==> config.mk <==
export PLATFORM = sky130hd
export DESIGN_NAME = tlc_gray_light
export DESIGN_NICKNAME = d
export VERILOG_FILES = /design/src/rtl/tlc_pkg.sv /design/src/rtl/tlc_interval_timer.sv /design/src/rtl/tlc_gray_sequencer.sv /design/src/rtl/tlc_lamp_decode.sv /design/src/rtl/tlc_gray_light.sv
export SDC_FILE = /design/constraint.sdc
export NUM_CORES = 1
export LEC_CHECK = 0
export ABC_CLOCK_PERIOD_IN_PS = 3800
export BUFFER_PORTS_ARGS = -buffer_cell sky130_fd_sc_hd__buf_2
export CAP_MARGIN = 30
export CORE_MARGIN = 2
export CORE_UTILIZATION = 35
export DETAILED_ROUTE_END_ITERATION = 7
export PLACE_DENSITY = 0.61
export SLEW_MARGIN = 20
export SYNTH_ARGS = -nofsm -noshare
export SYNTH_HDL_FRONTEND = slang
export SYNTH_SLANG_ARGS = --single-unit
export TNS_END_PERCENT = 20
==> constraint.sdc <==
create_clock -name clk -period 3.8 [get_ports clk]
set_clock_uncertainty 0.2 [all_clocks]
set_input_delay 0.38 -clock clk [delete_from_list [all_inputs] [get_ports clk]]
set_output_delay 0.38 -clock clk [all_outputs]
set_load 0.005 [all_outputs]
==> src/rtl/tlc_pkg.sv <==
package tlc_pkg;

    localparam int SEQ_W   = 4;
    localparam int SEQ_LEN = 1 << SEQ_W;

    typedef struct packed {
        logic red;
        logic yellow;
        logic green;
    } lamp_t;

    function automatic logic [SEQ_W-1:0] gray_to_bin(input logic [SEQ_W-1:0] g);
        logic [SEQ_W-1:0] b;
        b[SEQ_W-1] = g[SEQ_W-1];
        for (int i = SEQ_W - 2; i >= 0; i--) begin
            b[i] = b[i+1] ^ g[i];
        end
        return b;
    endfunction

    function automatic logic [SEQ_W-1:0] bin_to_gray(input logic [SEQ_W-1:0] b);
        return b ^ (b >> 1);
    endfunction

endpackage

==> src/rtl/tlc_interval_timer.sv <==
module tlc_interval_timer #(
    parameter int CLK_PER_INTERVAL = 250_000_000
) (
    input  logic clk,
    input  logic rst,
    input  logic tick_en,
    output logic step
);
    localparam int CNT_W = (CLK_PER_INTERVAL > 1) ? $clog2(CLK_PER_INTERVAL) : 1;
    localparam logic [CNT_W-1:0] LAST = CNT_W'(CLK_PER_INTERVAL - 1);

    typedef struct packed {
        logic [CNT_W-1:0] cnt;
    } timer_state_t;

    timer_state_t st_d, st_q;

    always_comb begin
        st_d = st_q;
        step = tick_en && (st_q.cnt == LAST);
        if (rst) begin
            st_d.cnt = '0;
            step     = 1'b0;
        end else if (tick_en) begin
            st_d.cnt = (st_q.cnt == LAST) ? '0 : st_q.cnt + 1'b1;
        end
    end

    always_ff @(posedge clk) begin
        st_q <= st_d;
    end

    a_r2_cnt_in_range: assert property (@(posedge clk) disable iff (rst)
        st_q.cnt <= LAST);

    a_r5_cnt_frozen: assert property (@(posedge clk) disable iff (rst)
        !tick_en |=> $stable(st_q.cnt));

    a_r1_cnt_cleared: assert property (@(posedge clk)
        rst |=> st_q.cnt == '0);

endmodule

==> src/rtl/tlc_gray_sequencer.sv <==
module tlc_gray_sequencer
    import tlc_pkg::*;
(
    input  logic             clk,
    input  logic             rst,
    input  logic             step,
    output logic [SEQ_W-1:0] code
);
    localparam logic [SEQ_W-1:0] LAST_CODE = bin_to_gray(SEQ_W'(SEQ_LEN - 1));

    typedef struct packed {
        logic [SEQ_W-1:0] code;
    } seq_state_t;

    seq_state_t st_d, st_q;

    always_comb begin
        st_d = st_q;
        if (rst) begin
            st_d.code = '0;
        end else if (step) begin
            st_d.code = bin_to_gray(gray_to_bin(st_q.code) + 1'b1);
        end
    end

    always_ff @(posedge clk) begin
        st_q <= st_d;
    end

    assign code = st_q.code;

    a_r4_single_bit_step: assert property (@(posedge clk) disable iff (rst)
        step |=> $countones(st_q.code ^ $past(st_q.code)) == 1);

    a_r3_wrap_to_zero: assert property (@(posedge clk) disable iff (rst)
        (step && st_q.code == LAST_CODE) |=> st_q.code == '0);

    a_r1_code_cleared: assert property (@(posedge clk)
        rst |=> st_q.code == '0);

endmodule

==> src/rtl/tlc_lamp_decode.sv <==
module tlc_lamp_decode
    import tlc_pkg::*;
#(
    parameter int GREEN_INTERVALS = 6
) (
    input  logic [SEQ_W-1:0] code,
    output lamp_t            ns,
    output lamp_t            ew
);
    localparam int HALF = SEQ_LEN / 2;
    localparam logic [SEQ_W-1:0] GREEN_END = SEQ_W'(GREEN_INTERVALS);
    localparam logic [SEQ_W-1:0] EW_OFFSET = SEQ_W'(HALF);

    logic [SEQ_W-1:0] pos_ns;
    logic [SEQ_W-1:0] pos_ew;

    always_comb begin
        pos_ns = gray_to_bin(code);
        pos_ew = pos_ns - EW_OFFSET;

        ns.green  = (pos_ns < GREEN_END);
        ns.yellow = (pos_ns == GREEN_END);
        ns.red    = (pos_ns > GREEN_END);

        ew.green  = (pos_ew < GREEN_END);
        ew.yellow = (pos_ew == GREEN_END);
        ew.red    = (pos_ew > GREEN_END);
    end

endmodule

==> src/rtl/tlc_gray_light.sv <==
module tlc_gray_light
    import tlc_pkg::*;
#(
    parameter int CLK_PER_INTERVAL = 250_000_000,
    parameter int GREEN_INTERVALS  = 6
) (
    input  logic       clk,
    input  logic       rst,
    input  logic       tick_en,
    output logic [3:0] code,
    output logic       ns_red,
    output logic       ns_yellow,
    output logic       ns_green,
    output logic       ew_red,
    output logic       ew_yellow,
    output logic       ew_green
);
    logic             step;
    logic [SEQ_W-1:0] code_q;
    lamp_t            ns_l;
    lamp_t            ew_l;

    tlc_interval_timer #(
        .CLK_PER_INTERVAL(CLK_PER_INTERVAL)
    ) timer_i (
        .clk     (clk),
        .rst     (rst),
        .tick_en (tick_en),
        .step    (step)
    );

    tlc_gray_sequencer seq_i (
        .clk  (clk),
        .rst  (rst),
        .step (step),
        .code (code_q)
    );

    tlc_lamp_decode #(
        .GREEN_INTERVALS(GREEN_INTERVALS)
    ) dec_i (
        .code (code_q),
        .ns   (ns_l),
        .ew   (ew_l)
    );

    assign code      = code_q;
    assign ns_red    = ns_l.red;
    assign ns_yellow = ns_l.yellow;
    assign ns_green  = ns_l.green;
    assign ew_red    = ew_l.red;
    assign ew_yellow = ew_l.yellow;
    assign ew_green  = ew_l.green;

    a_r8_ns_one_lamp: assert property (@(posedge clk) disable iff (rst)
        $countones({ns_red, ns_yellow, ns_green}) == 1);

    a_r8_ew_one_lamp: assert property (@(posedge clk) disable iff (rst)
        $countones({ew_red, ew_yellow, ew_green}) == 1);

    a_r8_greens_exclusive: assert property (@(posedge clk) disable iff (rst)
        !(ns_green && ew_green));

    a_r5_code_holds: assert property (@(posedge clk) disable iff (rst)
        !tick_en |=> $stable(code));

    a_r1_reset_lamps: assert property (@(posedge clk)
        rst |=> (ns_green && ew_red && !ns_red && !ns_yellow && !ew_yellow && !ew_green));

endmodule

==> impl_results.md, run 1 <==
- Port bufs: 12
- Final setup violation count: 0
- H-tree levels: 2
- Main combinational cell family by area after synthesis: simple AND/OR/NAND/NOR gates
- Die span in x: 74.7 um
- Setup crit end kind: register
- Initial Util: 0.366
- Status: complete, no violations
- Worst-path cell with the longest stage delay: nor4_1
- Vias/cell: 5.34
- Drc violations: 0
- Fmax: 0.349 GHz
- Fillers: 488
- Initial DRC Count: 79
- Final WL: 3.74 mm
- Pwr/cell area: 353 nW/um^2
- Detail Route met2 WL: 1.59 mm
- Synthesized flop and latch total: 32
- Tmin final: 2.86 ns
- Compound-gate portion of the synthesized area: 0.147
- Post-CTS Hold Fix Bufs: 0
- Synth warnings: 0
- RD Place Congestion: 0.735
- Slew HR: 0.465
- Post-Synth Simple-Gate Area: 0.329
- Worst-Margin Slew: 0.796 ns
- Routed wl met3: 149 um
- Placed cell areas: 1840 sq um
- Worst path required time: 3.79 ns
- Crit Path Max Fanout: 16
- CTS tree: yes
- Syn Inst Count: 209
- Seq. cell area: 641 sq um
- CP arrival: 2.85 ns
- Layout cell share with drive strength beyond 1: 0.142
- Setup Fix Bufs, Post-CTS: 0
- Number of diodes: 0
- HP Class: in2reg
- Vias in the first global route: 1,386
- I/O pin total: 13
- Post-route cell area: 1960 sq um
- Seq/Total Area, Yosys: 0.366
- Core area: 4790 sq um
- Leakage: 0.000656 uW
- Avg WL per Cell: 13.1 um
- Global-route wire length before repair: 6.49 mm
- Initial DRT Pass Iterations: 4
- Nets: 225
- Period utilization: 0.753
- RSZ-0062 raised after global routing: no
- Clock root cell: clkbuf_8
- Worst Setup Start Kind: register
- Post-synth EDFFs: 0
- DRT antenna net count: 0
- Final hold vios: 0
- Clock buffer depth: 2
- Initial antenna violation count: 0
- Post-synthesis adder-cell area fraction: 0.0357
- Worst vdd ir: 0.222 mV
- Layout Area Growth over Synthesis: 11.7%
- Total track usage: 0.150
- Largest net degree at the start of global routing: 17
- Pins Over Slew Limit: 0
- Top_reg_cell synth: dfxtp_1
- Multi-input logic area: 1030 sq um
- WP buf/inv: 1
- Largest stage delay, worst path: 0.72 ns
- Syn nets: 217
- Largest delay share family, worst path: simple AND/OR/NAND/NOR gates
- Synthesized area: 1750 sq um
- Finished Core Util: 0.409
- Setup tns final: 0 ns
- Die Y: 74.7 um
- Via count: 1,523
- Max-Cap Viols: 0
- Avg Synthesized Cell Area: 8.38 sq um
- Remaining global-route overflow: 0
- Post-synthesis xor/xnor area fraction: 0.0650
- Num rows: 25
- Wl on met1: 1.96 mm
- Highest routed layer: met4
- Clock sinks: 32
- Detailed Place HPWL: 2.69 mm
- Die footprint: 5580 sq um
- Kind of critical path: reg2reg
- Cts repair resizes: 0
- CP Cell Sequence: or4b_1 -> nor4_1 -> a21o_1 -> buf_4 -> o21ba_2
- Clock transition at path regs: 0.08 ns
- TritonCTS buffer count: 5
- Mux contribution to synthesized area: 0.0122
- Synth cell types: 44
- Worst-Skew Late Latency: 0.29 ns
- Async set-reset flop share out of synthesis: 0
[per-layer routing]
| metal | vias up | track usage |
|---|---|---|
| met1 | 692 | 0.199 |
| met3 | 2 | 0.0361 |
| met2 | 26 | 0.241 |
| met5 | - | 0 |
| li1 | 803 | - |
| met4 | 0 | 0.0476 |
[flip-flops by register name (all words and copies together), names as in the netlist, named ones only]
signal / flops
timer_i.st_q: 28
seq_i.code: 3
[metrics by stage]
| step | power, uW | cells | hold slack (ns) | setup slack, ns |
|---|---|---|---|---|
| after floorplan | 360 | 209 | 0.255 | 1.51 |
| after global placement | 361 | 277 | 0.275 | 0.985 |
| after detailed placement | 362 | 277 | 0.286 | 0.953 |
| after CTS | 695 | 285 | 0.165 | 0.928 |
| after global routing | 719 | 285 | 0.164 | 0.802 |
| final | 691 | 285 | 0.165 | 0.938 |
[synthesized netlist by cell type, drive strengths merged, types with 2 or more instances]
cell	number	share of area
dfxtp	32	0.37
or4	9	0.041
o41ai	2	0.010
nor2	20	0.043
a21oi	18	0.051
nand4	15	0.054
or4b	3	0.017
or2	2	0.0071
nor4	4	0.014
and4	6	0.031
buf	6	0.022
ha	5	0.036
or3	4	0.014
clkbuf	6	0.013
and3	3	0.011
xor2	10	0.050
and2	2	0.0071
nand4b	2	0.010
nand2	13	0.028
nand3	12	0.034
inv	5	0.011
o21ai	6	0.017
o31ai	7	0.030
xnor2	3	0.015
[layout by cell type, fill, tap and decap left out, types with 2 or more instances in the layout]
| cell | instances |
|---|---|
| nand2_1 | 13 |
| buf_2 | 12 |
| nand4b_1 | 2 |
| or3_1 | 4 |
| ha_1 | 5 |
| xnor2_1 | 3 |
| nand4_1 | 15 |
| nor4_1 | 4 |
| o21ai_0 | 6 |
| or4b_1 | 2 |
| or4_1 | 7 |
| and4_1 | 5 |
| or2_2 | 2 |
| nand3_1 | 12 |
| xor2_1 | 10 |
| and2_1 | 2 |
| clkbuf_8 | 5 |
| inv_1 | 5 |
| nor2_1 | 20 |
| o41ai_1 | 2 |
| dfxtp_1 | 32 |
| a21oi_1 | 18 |
| and3_1 | 3 |
| o31ai_1 | 7 |
[area by class of cell]
type	count	area share
Timing Repair Buffer	13	0.0345
Multi-Input combinational cell	160	0.527
Tap cell	67	0.0429
Clock buffer	5	0.0352
Inverter	5	0.00960
Clock inverter	3	0.0237
Sequential cell	32	0.328
[power breakdown]
| part | leakage [uW] | internal, uW | total (uW) | switching, uW |
|---|---|---|---|---|
| combinational | 0.000344 | 5.30 | 14.3 | 8.99 |
| sequential | 0.000258 | 337 | 339 | 1.95 |
| clock | 0.0000548 | 198 | 337 | 140 |
| total | 0.000656 | 540 | 691 | 151 |
[worst paths after layout]
check / startpoint / to / slack, ns / cells after the start
setup / recovery: timer_i.st_q[18] / timer_i.st_q[27] / 0.94 / 5
hold / removal: rst / register / 0.17 / 2
setup reg to reg: timer_i.st_q[18] / timer_i.st_q[27] / 0.94 / 5
hold reg to reg: timer_i.st_q[26] / timer_i.st_q[26] / 0.29 / 2
[logic make-up (layout without fill, tap and decap cells)]
kind of cell | Yosys count | count (layout)
adders and majority gates | 5 | 5
and+or+nand+nor | 99 | 99
muxes | 2 | 2
AOI/OAI and AO/OA | 41 | 41
DFF | 32 | 32
xor gates and xnor gates | 13 | 13
buffers and inverters | 17 | 26
Note: power is estimated with default switching activity, not from simulation.
==> inputs of run 2 (changes only) <==
ABC_AREA = 1   (was default)
ABC_CLOCK_PERIOD_IN_PS = 2800   (was 3800)
clock period = 2.8 ns   (was 3.8 ns; I/O delays follow)
==> run 2 against run 1 <==
Compared with the run above: worst setup slack lost 0.75 ns; global-route usage grew 0.41 points; wire length grew 11%.
==> impl_results.md, run 2 <==
- Vias/cell: 4.50 (was 5.34)
- H-tree levels: 2 (unchanged)
- Commonest cells in the synthesized netlist: 75 x nand2_1, 58 x nor2_1, 44 x inv_1 (was 32 x dfxtp_1, 20 x nor2_1, 18 x a21oi_1)
- Clock root cell: clkbuf_8 (unchanged)
- Top_reg_cell synth: dfxtp_1 (unchanged)
- Synth warnings: 0 (unchanged)
- Drc violations: 0 (unchanged)
- Setup Fix Bufs, Post-CTS: 0 (unchanged)
- Worst-Skew Late Latency: 0.28 ns (was 0.29 ns)
- Synth cell types: 24 (was 44)
- Initial DRT Pass Iterations: 4 (unchanged)
- Setup ws final: 0.191 ns (was 0.938 ns)
- Hold Startpoint: rst (unchanged)
- Layout cell share with drive strength beyond 1: 0.128 (was 0.142)
- Most frequent cells in the layout: 75 x nand2_1, 58 x nor2_1, 44 x inv_1 (was 32 x dfxtp_1, 20 x nor2_1, 18 x a21oi_1)
- Synthesized area: 1900 sq um (was 1750 sq um)
- Syn nets: 304 (was 217)
- Fillers: 576 (was 488)
- Cts repair resizes: 0 (unchanged)
- Max-Cap Viols: 0 (unchanged)
- Seq. cell area: 641 sq um (unchanged)
- Worst-Margin Slew: 0.329 ns (was 0.796 ns)
- Final hold vios: 0 (unchanged)
- Nets: 320 (was 225)
- CTS tree: yes (unchanged)
- Compound-gate portion of the synthesized area: 0.0264 (was 0.147)
- Worst path required time: 2.32 ns (was 3.79 ns)
- Synth area leader: dfxtp_1 (unchanged)
- Die Y: 77.6 um (was 74.7 um)
- Clock transition at path regs: 0.07 ns (was 0.08 ns)
- HP Class: in2reg (unchanged)
- Top post-synthesis cells by area: dfxtp_1 34%, nand2_1 15%, nor2_1 11% (was dfxtp_1 37%, nand4_1 5.4%, a21oi_1 5.1%)
- Final WL: 4.14 mm (was 3.74 mm)
- Vias in the first global route: 1,586 (was 1,386)
- Remaining global-route overflow: 0 (unchanged)
- Pwr/cell area: 402 nW/um^2 (was 353 nW/um^2)
- Number of diodes: 0 (unchanged)
- I/O pin total: 13 (unchanged)
- RD Place Congestion: 0.879 (was 0.735)
- Post-Synth Simple-Gate Area: 0.438 (was 0.329)
- Status: complete, no violations (unchanged)
- Fmax: 0.383 GHz
- Die span in x: 77.6 um (was 74.7 um)
- TritonCTS buffer count: 5 (unchanged)
- Post-synthesis adder-cell area fraction: 0.0330 (was 0.0357)
- Placed cell areas: 2020 sq um (was 1840 sq um)
- Largest net degree at the start of global routing: 16 (was 17)
- Mux contribution to synthesized area: 0 (was 0.0122)
- Synthesized flop and latch total: 32 (unchanged)
- Kind of critical path: reg2out (was reg2reg)
- Post-route cell area: 2110 sq um (was 1960 sq um)
- Setup crit end kind: output port (was register)
- Global-route wire length before repair: 7.31 mm (was 6.49 mm)
- CP Launch Point: seq_i.code[2] (was timer_i.st_q[18])
- Leakage: 0.000913 uW (was 0.000656 uW)
- Slew HR: 0.780 (was 0.465)
- DRT antenna net count: 0 (unchanged)
- Multi-input logic area: 1060 sq um (was 1030 sq um)
- Most common cell after layout, fill and taps aside: nand2_1 (was dfxtp_1)
- Post-synthesis xor/xnor area fraction: 0.0600 (was 0.0650)
- Largest register FFs: 28 (unchanged)
- # placed instances: 375 (was 277)
- Post-synth EDFFs: 0 (unchanged)
- Initial Util: 0.367 (was 0.366)
- Seq/Total Area, Yosys: 0.338 (was 0.366)
- Setup tns final: 0 ns (unchanged)
- Syn Inst Count: 296 (was 209)
- Layout Area Growth over Synthesis: 11.3% (was 11.7%)
- Main combinational cell family by area after synthesis: simple AND/OR/NAND/NOR gates (unchanged)
- Port bufs: 12 (unchanged)
- Die footprint: 6030 sq um (was 5580 sq um)
- Crit Path Max Fanout: 3 (was 16)
- Post-CTS Hold Fix Bufs: 0 (unchanged)
- Via count: 1,725 (was 1,523)
- Pre-CTS WS: 0.489 ns (was 0.953 ns)
- Clock buffer depth: 2 (unchanged)
- Async set-reset flop share out of synthesis: 0 (unchanged)
- Tmin final: 2.61 ns
- Top cell type's share of synthesized area: 0.338 (was 0.366)
- Clock sinks: 32 (unchanged)
- Detailed Place HPWL: 3.27 mm (was 2.69 mm)
- Avg Synthesized Cell Area: 6.41 sq um (was 8.38 sq um)
- Top reg by flops: timer_i.st_q (unchanged)
- Period utilization: 0.932
- Final setup violation count: 0 (unchanged)
- Core area: 5170 sq um (was 4790 sq um)
- Finished Layout Cells: 383 (was 285)
- Num rows: 26 (was 25)
- Worst Setup Start Kind: register (unchanged)
- Most common cell in the netlist: nand2_1 (was dfxtp_1)
- Worst vdd ir: 0.202 mV (was 0.222 mV)
- RSZ-0062 raised after global routing: no (unchanged)
- Initial DRC Count: 71 (was 79)
- Pins Over Slew Limit: 0 (unchanged)
- Total track usage: 0.154 (was 0.150)
- Initial antenna violation count: 0 (unchanged)
- RR Startpoint: seq_i.code[2] (was timer_i.st_q[18])
- Avg WL per Cell: 10.8 um (was 13.1 um)
- CP arrival: 2.13 ns (was 2.85 ns)
## run 2: cell types whose count changed after synthesis, sizes merged, moves of 5 or more
cell and delta:
nor3 +12, a21oi -12, nand2 +68, nand4 -8, clkbuf -5, nor2 +47, and4 -6, o31ai -7
inv +42, or4 -9
## run 2: final timing paths
| check | to | slack, ns | cells after the start |
|---|---|---|---|
| max | ew_red | 0.19 | 10 |
| min | timer_i.st_q[16] | 0.09 | 2 |
| max reg2reg | seq_i.code[2] | 0.59 | 11 |
| min reg2reg | timer_i.st_q[0] | 0.30 | 2 |
## run 2: cell families after synthesis
logic type / after synthesis
simple gates: 186
buf+inv: 50
flops: 32
xor+xnor: 13
compound gates: 10
fa+ha+maj: 5
## run 2: worst max-delay path, cell delays in order, from the launching register on
cell	delay (ns)
dfxtp_1	0.35
inv_1	0.06
ha_1	0.27
inv_1	0.05
ha_1	0.28
inv_1	0.06
ha_1	0.29
nor2_1	0.06
or2_2	0.28
inv_1	0.05
buf_2	0.10
## run 2: layer usage
layer | GRT usage | wire [um] | up-vias
met3 | 0.0430 | 139 | 5
met1 | 0.199 | 2110 | 761
met5 | 0 | 0 | -
met4 | 0.0607 | 53 | 0
met2 | 0.241 | 1840 | 22
li1 | - | - | 937
## run 2: final cells by class
type	count	share of cell area
repair buffers	12	0.0284
well taps	70	0.0414
multi-input cells	214	0.501
flip-flops and latches	32	0.303
clock buffers	8	0.0426
inverters	47	0.0835
## run 2: stage by stage
step                      power (uW)  utilization  hold slack, ns
final                            849        0.409          0.0928
after global routing             890        0.409          0.0985
after CTS                        865        0.409          0.0935
after detailed placement         494        0.391           0.292
after global placement           494        0.391           0.282
after floorplan                  488            -           0.240
## run 2: power by group
group          internal (uW)  switching [uW]
clock                    200             165
combinational           6.50            16.9
sequential               458            2.25
total                    665             184
